File: src/rtl/cfg_xlate_pkg.sv
package cfg_xlate_pkg;

    localparam int unsigned WORD_W = 32;
    localparam int unsigned SIZE_W = 3;

    typedef enum logic [2:0] {
        ST_IDLE,
        ST_WIN,
        ST_RD,
        ST_WR,
        ST_RSP
    } fsm_e;

    typedef struct packed {
        fsm_e              fsm;
        logic              write;
        logic [SIZE_W-1:0] size;
        logic [1:0]        lane;
        logic [WORD_W-1:0] wdata;
        logic [WORD_W-1:0] addr;
        logic [WORD_W-1:0] win;
        logic [WORD_W-1:0] word;
        logic [WORD_W-1:0] rdata;
        logic              err;
    } xl_state_t;

endpackage

File: src/rtl/cfg_xlate_decode.sv
module cfg_xlate_decode #(
    parameter int          BUS_W    = 8,
    parameter int          DEV_W    = 5,
    parameter int          FUNC_W   = 3,
    parameter int          OFF_W    = 8,
    parameter int          SLOT_MAX = 16,
    parameter int          SEL_BASE = 16,
    parameter logic [31:0] CFG_BASE = 32'h0C00_0000,
    parameter logic [31:0] WIN_MASK = 32'hFC00_0000,
    parameter logic [31:0] CODE_T0  = 32'h0000_0002,
    parameter logic [31:0] CODE_T1  = 32'h0000_0003
) (
    input  logic [BUS_W-1:0]  bus,
    input  logic [DEV_W-1:0]  dev,
    input  logic [FUNC_W-1:0] func,
    input  logic [OFF_W-1:0]  off,
    input  logic [2:0]        size,
    input  logic              card_mode,
    output logic [31:0]       addr,
    output logic [31:0]       win,
    output logic              bad
);
    localparam logic [31:0] SLOT_LIM   = 32'(SLOT_MAX);
    localparam logic [31:0] SHIFT_BASE = 32'(SEL_BASE);
    localparam int          BUS_SH     = 16;
    localparam int          DEV_SH     = 11;
    localparam int          FUNC_SH    = 8;

    logic [31:0] dev_w;
    logic [31:0] sel;
    logic [31:0] off_al;
    logic [31:0] fn_part;
    logic        size_ok;
    logic        range_bad;

    always_comb begin
        dev_w   = 32'(dev);
        sel     = '0;
        if (dev_w < SLOT_LIM) begin
            sel = 32'd1 << (dev_w + SHIFT_BASE);
        end
        off_al  = 32'(off) & ~32'd3;
        fn_part = 32'(func) << FUNC_SH;
        size_ok = (size == 3'd1) || (size == 3'd2) || (size == 3'd4);
        if (bus == '0) begin
            addr      = CFG_BASE | (sel & ~WIN_MASK) | fn_part | off_al;
            win       = CODE_T0 | (sel & WIN_MASK);
            range_bad = (dev_w >= SLOT_LIM);
        end else begin
            addr      = CFG_BASE | (32'(bus) << BUS_SH) | (dev_w << DEV_SH)
                      | fn_part | off_al;
            win       = CODE_T1;
            range_bad = 1'b0;
        end
        bad = !size_ok || range_bad || (card_mode && (dev != '0));
    end

endmodule

File: src/rtl/cfg_xlate_lane.sv
module cfg_xlate_lane (
    input  logic [31:0] word,
    input  logic [31:0] wdata,
    input  logic [1:0]  lane,
    input  logic [2:0]  size,
    output logic [31:0] rd_val,
    output logic [31:0] merged
);
    logic [4:0]  sh;
    logic [31:0] shifted;
    logic [31:0] mask;
    logic [31:0] ins;

    always_comb begin
        sh      = {lane, 3'b000};
        shifted = word >> sh;
        case (size)
            3'd1:    rd_val = {24'd0, shifted[7:0]};
            3'd2:    rd_val = {16'd0, shifted[15:0]};
            default: rd_val = shifted;
        endcase
        if (size == 3'd1) begin
            mask = 32'h0000_00FF << sh;
            ins  = {24'd0, wdata[7:0]} << sh;
        end else begin
            mask = 32'h0000_FFFF << sh;
            ins  = {16'd0, wdata[15:0]} << sh;
        end
        merged = (word & ~mask) | ins;
    end

endmodule

File: src/rtl/cfg_xlate.sv
module cfg_xlate
    import cfg_xlate_pkg::*;
#(
    parameter int          SLOT_MAX = 16,
    parameter logic [31:0] CFG_BASE = 32'h0C00_0000,
    parameter logic [31:0] WIN_MASK = 32'hFC00_0000
) (
    input  logic        clk,
    input  logic        rst_n,
    input  logic        req_valid,
    output logic        req_ready,
    input  logic        req_write,
    input  logic [7:0]  req_bus,
    input  logic [4:0]  req_dev,
    input  logic [2:0]  req_func,
    input  logic [7:0]  req_off,
    input  logic [2:0]  req_size,
    input  logic [31:0] req_wdata,
    input  logic        card_mode,
    output logic        rsp_valid,
    output logic        rsp_err,
    output logic [31:0] rsp_rdata,
    output logic        win_we,
    output logic [31:0] win_val,
    output logic        mem_valid,
    output logic        mem_write,
    output logic [31:0] mem_addr,
    output logic [31:0] mem_wdata,
    input  logic        mem_ready,
    input  logic [31:0] mem_rdata,
    input  logic        mem_err
);
    xl_state_t   st_d, st_q;
    logic [31:0] dec_addr, dec_win;
    logic        dec_bad;
    logic [31:0] lane_rd, lane_merged;

    cfg_xlate_decode #(
        .SLOT_MAX (SLOT_MAX),
        .CFG_BASE (CFG_BASE),
        .WIN_MASK (WIN_MASK)
    ) u_decode (
        .bus       (req_bus),
        .dev       (req_dev),
        .func      (req_func),
        .off       (req_off),
        .size      (req_size),
        .card_mode (card_mode),
        .addr      (dec_addr),
        .win       (dec_win),
        .bad       (dec_bad)
    );

    cfg_xlate_lane u_lane (
        .word   (mem_rdata),
        .wdata  (st_q.wdata),
        .lane   (st_q.lane),
        .size   (st_q.size),
        .rd_val (lane_rd),
        .merged (lane_merged)
    );

    always_comb begin
        st_d = st_q;
        case (st_q.fsm)
            ST_IDLE: begin
                if (req_valid) begin
                    st_d.write = req_write;
                    st_d.size  = req_size;
                    st_d.lane  = req_off[1:0];
                    st_d.wdata = req_wdata;
                    st_d.addr  = dec_addr;
                    st_d.win   = dec_win;
                    st_d.word  = req_wdata;
                    st_d.rdata = '0;
                    st_d.err   = dec_bad;
                    st_d.fsm   = dec_bad ? ST_RSP : ST_WIN;
                end
            end
            ST_WIN: begin
                st_d.fsm = (st_q.write && st_q.size == 3'd4) ? ST_WR : ST_RD;
            end
            ST_RD: begin
                if (mem_ready) begin
                    if (mem_err) begin
                        st_d.err   = 1'b1;
                        st_d.rdata = st_q.write ? 32'd0 : 32'hFFFF_FFFF;
                        st_d.fsm   = ST_RSP;
                    end else if (st_q.write) begin
                        st_d.word = lane_merged;
                        st_d.fsm  = ST_WR;
                    end else begin
                        st_d.rdata = lane_rd;
                        st_d.fsm   = ST_RSP;
                    end
                end
            end
            ST_WR: begin
                if (mem_ready) begin
                    st_d.err = mem_err;
                    st_d.fsm = ST_RSP;
                end
            end
            default: begin
                st_d.err   = 1'b0;
                st_d.rdata = '0;
                st_d.fsm   = ST_IDLE;
            end
        endcase
    end

    always_ff @(posedge clk) begin
        if (!rst_n) begin
            st_q     <= '0;
            st_q.fsm <= ST_IDLE;
        end else begin
            st_q <= st_d;
        end
    end

    assign req_ready = (st_q.fsm == ST_IDLE);
    assign rsp_valid = (st_q.fsm == ST_RSP);
    assign rsp_err   = st_q.err;
    assign rsp_rdata = st_q.rdata;
    assign win_we    = (st_q.fsm == ST_WIN);
    assign win_val   = st_q.win;
    assign mem_valid = (st_q.fsm == ST_RD) || (st_q.fsm == ST_WR);
    assign mem_write = (st_q.fsm == ST_WR);
    assign mem_addr  = st_q.addr;
    assign mem_wdata = st_q.word;

    assert_win_first_R2: assert property (@(posedge clk) disable iff (!rst_n)
        $rose(mem_valid) |-> $past(win_we));

    assert_dev_reject_R4: assert property (@(posedge clk) disable iff (!rst_n)
        (req_valid && req_ready && req_bus == 8'd0 && req_dev >= 5'd16)
        |=> (rsp_valid && rsp_err));

    assert_card_reject_R5: assert property (@(posedge clk) disable iff (!rst_n)
        (req_valid && req_ready && card_mode && req_dev != 5'd0)
        |=> (rsp_valid && rsp_err));

    assert_size_reject_R6: assert property (@(posedge clk) disable iff (!rst_n)
        (req_valid && req_ready && req_size != 3'd1 && req_size != 3'd2
         && req_size != 3'd4) |=> (rsp_valid && rsp_err));

    assert_mem_hold_R8: assert property (@(posedge clk) disable iff (!rst_n)
        (mem_valid && !mem_ready) |=> (mem_valid && $stable(mem_addr)));

    assert_busy_R11: assert property (@(posedge clk) disable iff (!rst_n)
        (req_valid && req_ready) |=> !req_ready);

    assert_pulse_R12: assert property (@(posedge clk) disable iff (!rst_n)
        rsp_valid |=> (!rsp_valid && !rsp_err && rsp_rdata == 32'd0));

endmodule

File: config.mk
export PLATFORM = sky130hd
export DESIGN_NAME = cfg_xlate
export DESIGN_NICKNAME = d
export VERILOG_FILES = /design/src/rtl/cfg_xlate_pkg.sv /design/src/rtl/cfg_xlate_decode.sv /design/src/rtl/cfg_xlate_lane.sv /design/src/rtl/cfg_xlate.sv
export SDC_FILE = /design/constraint.sdc
export NUM_CORES = 1
export LEC_CHECK = 0
export ABC_AREA = 1
export BUFFER_PORTS_ARGS = -buffer_cell sky130_fd_sc_hd__clkbuf_2
export CELL_PAD_IN_SITES_DETAIL_PLACEMENT = 1
export CELL_PAD_IN_SITES_GLOBAL_PLACEMENT = 1
export CORE_UTILIZATION = 35
export DETAILED_ROUTE_END_ITERATION = 8
export PLACE_DENSITY_LB_ADDON = 0.1
export SLEW_MARGIN = 0
export SYNTH_ARGS = -nofsm -noshare
export SYNTH_HDL_FRONTEND = slang
export SYNTH_SLANG_ARGS = --single-unit
File: constraint.sdc
create_clock -name clk -period 2 [get_ports clk]
set_input_delay 0.2 -clock clk [delete_from_list [all_inputs] [get_ports clk]]
set_output_delay 0.2 -clock clk [all_outputs]
set_load 0.05 [all_outputs]
==> impl_summary.txt, run 1 <==
----------------------------------------------------
[Finish]
  Total area of sequential cells ... 2480 um^2
  Final core utilization ... 42.3%
  Filler Cell Count ... 2622
  Share of layout cells above drive strength 1 ... 24.4%
  Total Nets Final ... 1241
  Cell area after layout ... 8340 um^2
  Non-filler instance count after layout ... 1422
  Synth-to-Final Area Change ... 17.3%
  Area occupied by multi-input gates ... 3240 um^2

[Power and ir drop]
  VDD IR-drop max ... 640 uV
  Clock network fraction of design power ... ~45%
  NetSw ... approximately 2.6 mW
  Power density normalized to cell area ... 980 nW/um^2
  Relative contribution of sequential cells to total power ... 33.3%
  Total Power Consumption ... 8.17 mW
  Leak pwr ... 3.77 nW
  Logic pwr share ... 22.1%
  Switching power share of the total ... 32.0%
  Cell internal power dissipation ... between 5 and 6 mW

[GRT]
  Number of antenna violations at the first check in global routing ... 1
  Residual overflow from global routing ... 0
  First-pass GRT wire length ... 37000 um
  Overall track demand over capacity in global routing ... 23.7%
  Largest net degree at the start of global routing ... 58
  Vias in the first global route ... 6871

[Place]
  # placed instances ... about 1400
  Global placer's final weighted congestion ... roughly 0.8
  Total half-perimeter wirelength after legalization and detailed placement ... 17900 um
  Post-Place Worst Slack ... 0.168 ns
  IO Port Bufs ... 203
  Post-place instance area ... ~7600 um^2

[Timing]
  Hold violation total from the final report ... 0
  Clk_skew ... 0.00844 ns
  Final period utilization ... 92.7%
  Normalized max-slew margin ... 59.3%
  Min Clock Period, post-route ... 1.85 ns
  Worst slew pin tran ... 0.609 ns
  Final setup violating endpoints ... 0
  Least setup slack across all paths after layout ... 0.146 ns
  Number of max-slew violations in the final report ... 0
  Top achievable clock speed ... 539 MHz
  Unrepaired setup endpoints after global routing ... true
  Total negative setup slack ... 0 ns
  Hold Worst Slack ... a little under 0.009 ns

[Clocking]
  Maximum buffer depth of the clock tree ... 2
  Post-CTS Setup Repair Bufs ... 0
  Post-CTS clock slew at the launch and capture registers of the worst setup and hold paths ... 0.06 ns
  CTS H-tree lvls ... 4
  Sinks on the clock net ... approximately 120
  Worst skew pair latency ... 0.42 ns
  Clock tree from TritonCTS ... yes
  Total CTS buffers ... 17
  Clock root buffer ... sky130_fd_sc_hd__clkbuf_16

[Synthesis]
  Total standard cell area after synthesis ... 7110 um^2
  Fraction of synthesis flops using an asynchronous set or reset pin ... 0%
  Gate count of the mapped netlist ... 1055
  Top post-synthesis cells by area ... sky130_fd_sc_hd__dfxtp_1 (35%), sky130_fd_sc_hd__buf_4 (14%), sky130_fd_sc_hd__nand2_1 (9.7%)
  Synth area leader ... sky130_fd_sc_hd__dfxtp_1
  Syn Area/Cell ... 6.74 um^2
  Predominant post-synthesis flop cell ... sky130_fd_sc_hd__dfxtp_1
  Number of unique standard cell types used by synthesis ... 30
  Top cells by count, synth ... sky130_fd_sc_hd__nand2_1 (184), sky130_fd_sc_hd__buf_4 (135), sky130_fd_sc_hd__nor2_1 (135), sky130_fd_sc_hd__o21ai_0 (133), sky130_fd_sc_hd__dfxtp_1 (124)
  Synthesized flop and latch total ... 124
  Area share of the leading cell type in the synthesized netlist ... between 30% and 40%
  Sequential share of the synthesized area ... 34.9%
  Most frequent cell after synthesis ... sky130_fd_sc_hd__nand2_1
  Number of enable-type register cells in the synthesized netlist ... 0
  Count of synthesis-stage warnings from yosys ... 0

[Route]
  Via Count ... 7069
  Mean routed wirelength per cell ... 17.2 um
  Antenna-violating nets left ... 0
  Mean number of vias per cell ... 4.97
  Remaining DRCs ... 0
  Drt pass-1 iters ... 5
  Final wirelength ... 24400 um
  Drt initial violations ... 332

[Setup path]
  Endpoint class of the critical path ... output port
  Startpoint-to-endpoint class of the critical path ... reg -> out
  Critical Path RT ... 1.80 ns
  Highest net fanout along the worst path ... 4
  CP Data Arrival Time ... 1.65 ns
  Sort of element at the start of the critical path ... flip-flop

[Die]
  Floorplan die height ... 145 um
  Number of top-level design ports ... 232
  Die boundary width ... 145 um
  Starting density of the core ... 36.1%
  Area of the core ... 19700 um^2
  Die Footprint ... 20900 um^2
  Number of rows created at floorplan ... 51

[Status]
  Outcome ... completed

[Min path]
  Kind of path behind the tightest hold check ... in -> reg

[Run]
  Max cap viols ... 0

----------------------------------------------------
-- placed cells by master (no fill, tap or decap), drive strengths merged, types with 2 or more instances in the layout --
cell,count
buf,28
o21ai,150
nor2,141
nand3b,4
o211ai,18
clkinvlp,2
clkbuf,225
nand2,185
inv,67
bufinv,6
conb,28
dlygate4sd3,4
nor3,11
nand4,5
dfxtp,124
a21oi,96
clkinv,2
a211oi,11
nand3,31
o22ai,10
a22oi,6
-- final timing paths --
check / cells past startpoint / slack [ns] / from / end
min reg2reg: 2 / 0.46 / mem_addr[1] / mem_addr[1]
max reg2reg: 8 / 0.15 / st_q[168] / mem_wdata[24]
max: 5 / 0.15 / st_q[167] / mem_write
min: 3 / 0.009 / req_func[2] / mem_addr[10]
-- per-layer routing --
layer / GRT usage, % / vias up / wire [um]
met2: 40.8 / 205 / 11900
met3: 5.96 / 19 / 1330
li1: - / 3478 / -
met5: 0 / - / 0
met4: 5.71 / 0 / 269
met1: 29.3 / 3367 / 10900
-- critical path, cell delays in order (launching register included) --
cell,delay [ns]
sky130_fd_sc_hd__dfxtp_1,0.37
sky130_fd_sc_hd__inv_1,0.07
sky130_fd_sc_hd__nor2_2,0.24
sky130_fd_sc_hd__inv_1,0.10
sky130_fd_sc_hd__nor2_2,0.19
sky130_fd_sc_hd__clkbuf_4,0.28
-- logic make-up (layout without fill, tap and decap cells) --
kind of cell	count (synthesis)	after routing	share of synthesized area [%]
compound gates	292	292	22.0
buf+inv	260	334	21.2
simple gates	378	378	21.9
other cells	1	29	0.0527
flops	124	124	34.9
-- layout make-up --
type,count,area share [%]
Clock inverter,10,2.50
Antenna cell,1,0.0300
Inverter,67,3.04
Sequential cell,124,29.8
Clock buffer,22,5.80
Timing Repair Buffer,235,16.1
Tap cell,265,3.97
Multi-Input combinational cell,698,38.8
-- timing repair --
action | CTS | global route
endpoints found under the hold margin | 4 | 0
gates resized for setup | 1 | 3
endpoints found under the setup margin | 1 | 1
hold buffers | 4 | 0
-- power groups by stage --
stage | Clock, mW | Combinational, mW | Sequential (mW)
floorplan | 0 | 1.47 | 2.75
global placement | 0 | 1.78 | 2.77
detailed placement | 0 | 1.80 | 2.77
CTS | 3.72 | 1.82 | 2.72
global route | 3.83 | 1.96 | 2.74
finish | 3.64 | 1.81 | 2.72
-- sequential cells by signal (all words and copies together) (netlist names) --
| signal | flops |
|---|---|
| win_val | 7 |
| rsp_rdata | 32 |
| st_q | 25 |
| mem_addr | 27 |
| rsp_err | 1 |
| mem_wdata | 32 |
(Power assumes the default switching activity.)
==> inputs of run 2 (changes only) <==
--- a/config.mk
+++ b/config.mk
@@ -11,6 +11,7 @@
 export CELL_PAD_IN_SITES_GLOBAL_PLACEMENT = 1
 export CORE_UTILIZATION = 35
 export DETAILED_ROUTE_END_ITERATION = 8
+export MAX_ROUTING_LAYER = met4
 export PLACE_DENSITY_LB_ADDON = 0.1
 export SLEW_MARGIN = 0
 export SYNTH_ARGS = -nofsm -noshare
==> run 2 against run 1 <==
- worst setup slack worse by 0.0039 ns
- flip-flop and latch count stayed put
- sequential share of layout area hardly changed
- clock-buffer cell count stayed put
- fmax is 0.21% lower
- die area stayed put
- sequential power hardly changed
- clock power hardly changed
- combinational power hardly changed
- highest routed layer unchanged
==> impl_summary.txt, run 2 (synthesis results as in run 1) <==
----------------------------------------------------
[Route]
  Mean routed wirelength per cell ... 17.2 um
  Antenna-violating nets left ... 0
  Via Count ... between 7000 and 8000
  Drt initial violations ... 347
  Remaining DRCs ... 0
  Drt pass-1 iters ... 5
  Mean number of vias per cell ... 4.93
  Final wirelength ... 24500 um

[Place]
  Total half-perimeter wirelength after legalization and detailed placement ... 17900 um
  Post-Place Worst Slack ... 0.168 ns
  # placed instances ... ~1400
  Global placer's final weighted congestion ... 0.823
  IO Port Bufs ... 203

[Setup path]
  Sort of element at the start of the critical path ... flip-flop
  Critical register-to-register path startpoint ... st_q[169]
  Origin of the worst setup path ... st_q[167]
  Startpoint-to-endpoint class of the critical path ... reg -> out
  Setup slack, reg-to-reg ... approximately 0.22 ns
  CP Data Arrival Time ... between 1.5 and 2 ns
  Endpoint class of the critical path ... output port
  Highest net fanout along the worst path ... 4
  Critical Path RT ... 1.80 ns

[GRT]
  First-pass GRT wire length ... between 30000 and 40000 um
  Residual overflow from global routing ... 0
  Number of antenna violations at the first check in global routing ... 1
  Largest net degree at the start of global routing ... 58
  Vias in the first global route ... 6887
  Overall track demand over capacity in global routing ... 24.4%

[Clocking]
  Maximum buffer depth of the clock tree ... 2
  Total CTS buffers ... 17
  Clock root buffer ... sky130_fd_sc_hd__clkbuf_16
  Post-CTS Setup Repair Bufs ... 0
  Post-CTS clock slew at the launch and capture registers of the worst setup and hold paths ... approximately 0.060 ns
  Sinks on the clock net ... 124
  CTS H-tree lvls ... 4
  Clock tree from TritonCTS ... yes
  Worst skew pair latency ... about 0.43 ns

[Die]
  Starting density of the core ... 36.1%
  Die boundary width ... approximately 140 um
  Die Footprint ... 20900 um^2
  Floorplan die height ... around 140 um
  Number of top-level design ports ... around 230
  Area of the core ... 19700 um^2
  Number of rows created at floorplan ... 51

[Timing]
  Number of max-slew violations in the final report ... 0
  Final setup violating endpoints ... 0
  Hold Worst Slack ... roughly 0.0067 ns
  Top achievable clock speed ... 538 MHz
  Least setup slack across all paths after layout ... ~0.14 ns
  Total negative setup slack ... 0 ns
  Min Clock Period, post-route ... about 1.9 ns
  Final period utilization ... 92.9%
  Unrepaired setup endpoints after global routing ... false
  Clk_skew ... about 0.011 ns
  Hold violation total from the final report ... 0

[Finish]
  Total Nets Final ... 1241
  Non-filler instance count after layout ... 1422
  Most common cell after layout, fill and taps aside ... sky130_fd_sc_hd__clkbuf_2
  Share of layout cells above drive strength 1 ... 24.4%
  Final core utilization ... between 40 and 50%
  Commonest non-fill, non-tap cells in the layout ... sky130_fd_sc_hd__clkbuf_2 (202), sky130_fd_sc_hd__nand2_1 (184), sky130_fd_sc_hd__o21ai_0 (133), sky130_fd_sc_hd__nor2_1 (132), sky130_fd_sc_hd__dfxtp_1 (124)
  Synth-to-Final Area Change ... 17.3%

[Status]
  Outcome ... completed

[Min path]
  Hold path startpoint ... req_func[2]
  Kind of path behind the tightest hold check ... in -> reg

[Power and ir drop]
  Leak pwr ... approximately 3.8 nW
  VDD IR-drop max ... about 640 uV
  Power density normalized to cell area ... 981 nW/um^2

[Run]
  Max cap viols ... 0

----------------------------------------------------
[run 2: cell types whose count changed in the layout (fill, tap and decap cells not counted)]
cell | before | now
sky130_fd_sc_hd__inv_4 | 1 | 2
sky130_fd_sc_hd__inv_2 | 6 | 5
[run 2: cell type report]
class                           instances  area [um^2]
Tap cell                              265          332
Sequential cell                       124         2480
Timing Repair Buffer                  235         1340
Fill cell                            2622        11400
Inverter                               67          256
Clock inverter                         10          209
Multi-Input combinational cell        698         3240
Clock buffer                           22          484
Antenna cell                            1         2.50
[run 2: final timing paths]
| kind | cells past startpoint | end |
|---|---|---|
| setup / recovery | 5 | mem_write |
| hold / removal | 3 | mem_addr[10] |
| setup reg to reg | 9 | mem_wdata[24] |
| hold reg to reg | 2 | mem_addr[1] |
[run 2: critical path, cell delays in order, from the launching register on]
cell and delay (ns):
sky130_fd_sc_hd__dfxtp_1 0.37, sky130_fd_sc_hd__inv_1 0.06, sky130_fd_sc_hd__nor2_2 0.24, sky130_fd_sc_hd__inv_1 0.10
sky130_fd_sc_hd__nor2_2 0.19, sky130_fd_sc_hd__clkbuf_4 0.28
[run 2: per-layer routing]
metal / global-route usage (%) / vias up / part of all wire [%]
li1: - / 3477 / -
met1: 29.6 / 3301 / 45
met2: 40.9 / 212 / 49
met3: 5.36 / 20 / 5.2
met4: 5.87 / 0 / 1.3
met5: - / - / 0
[run 2: stage by stage]
stage | area (um^2) | power, mW
global route | 8350 | 8.53
detailed placement | 7600 | 4.57
finish | 8350 | 8.19
floorplan | 7220 | 4.22
CTS | 8340 | 8.26
global placement | 7600 | 4.55
[run 2: repair_timing]
action | CTS | global route
resized for setup | 1 | 5
pin swaps | 0 | 0
endpoints found under the hold margin | 4 | 0
setup endpoints to repair | 1 | 2
hold buffers | 4 | 0
[run 2: where the power goes]
part           switching, mW  internal (mW)
Combinational           1.36          0.452
Sequential            0.0889           2.63
Clock                   1.18           2.47
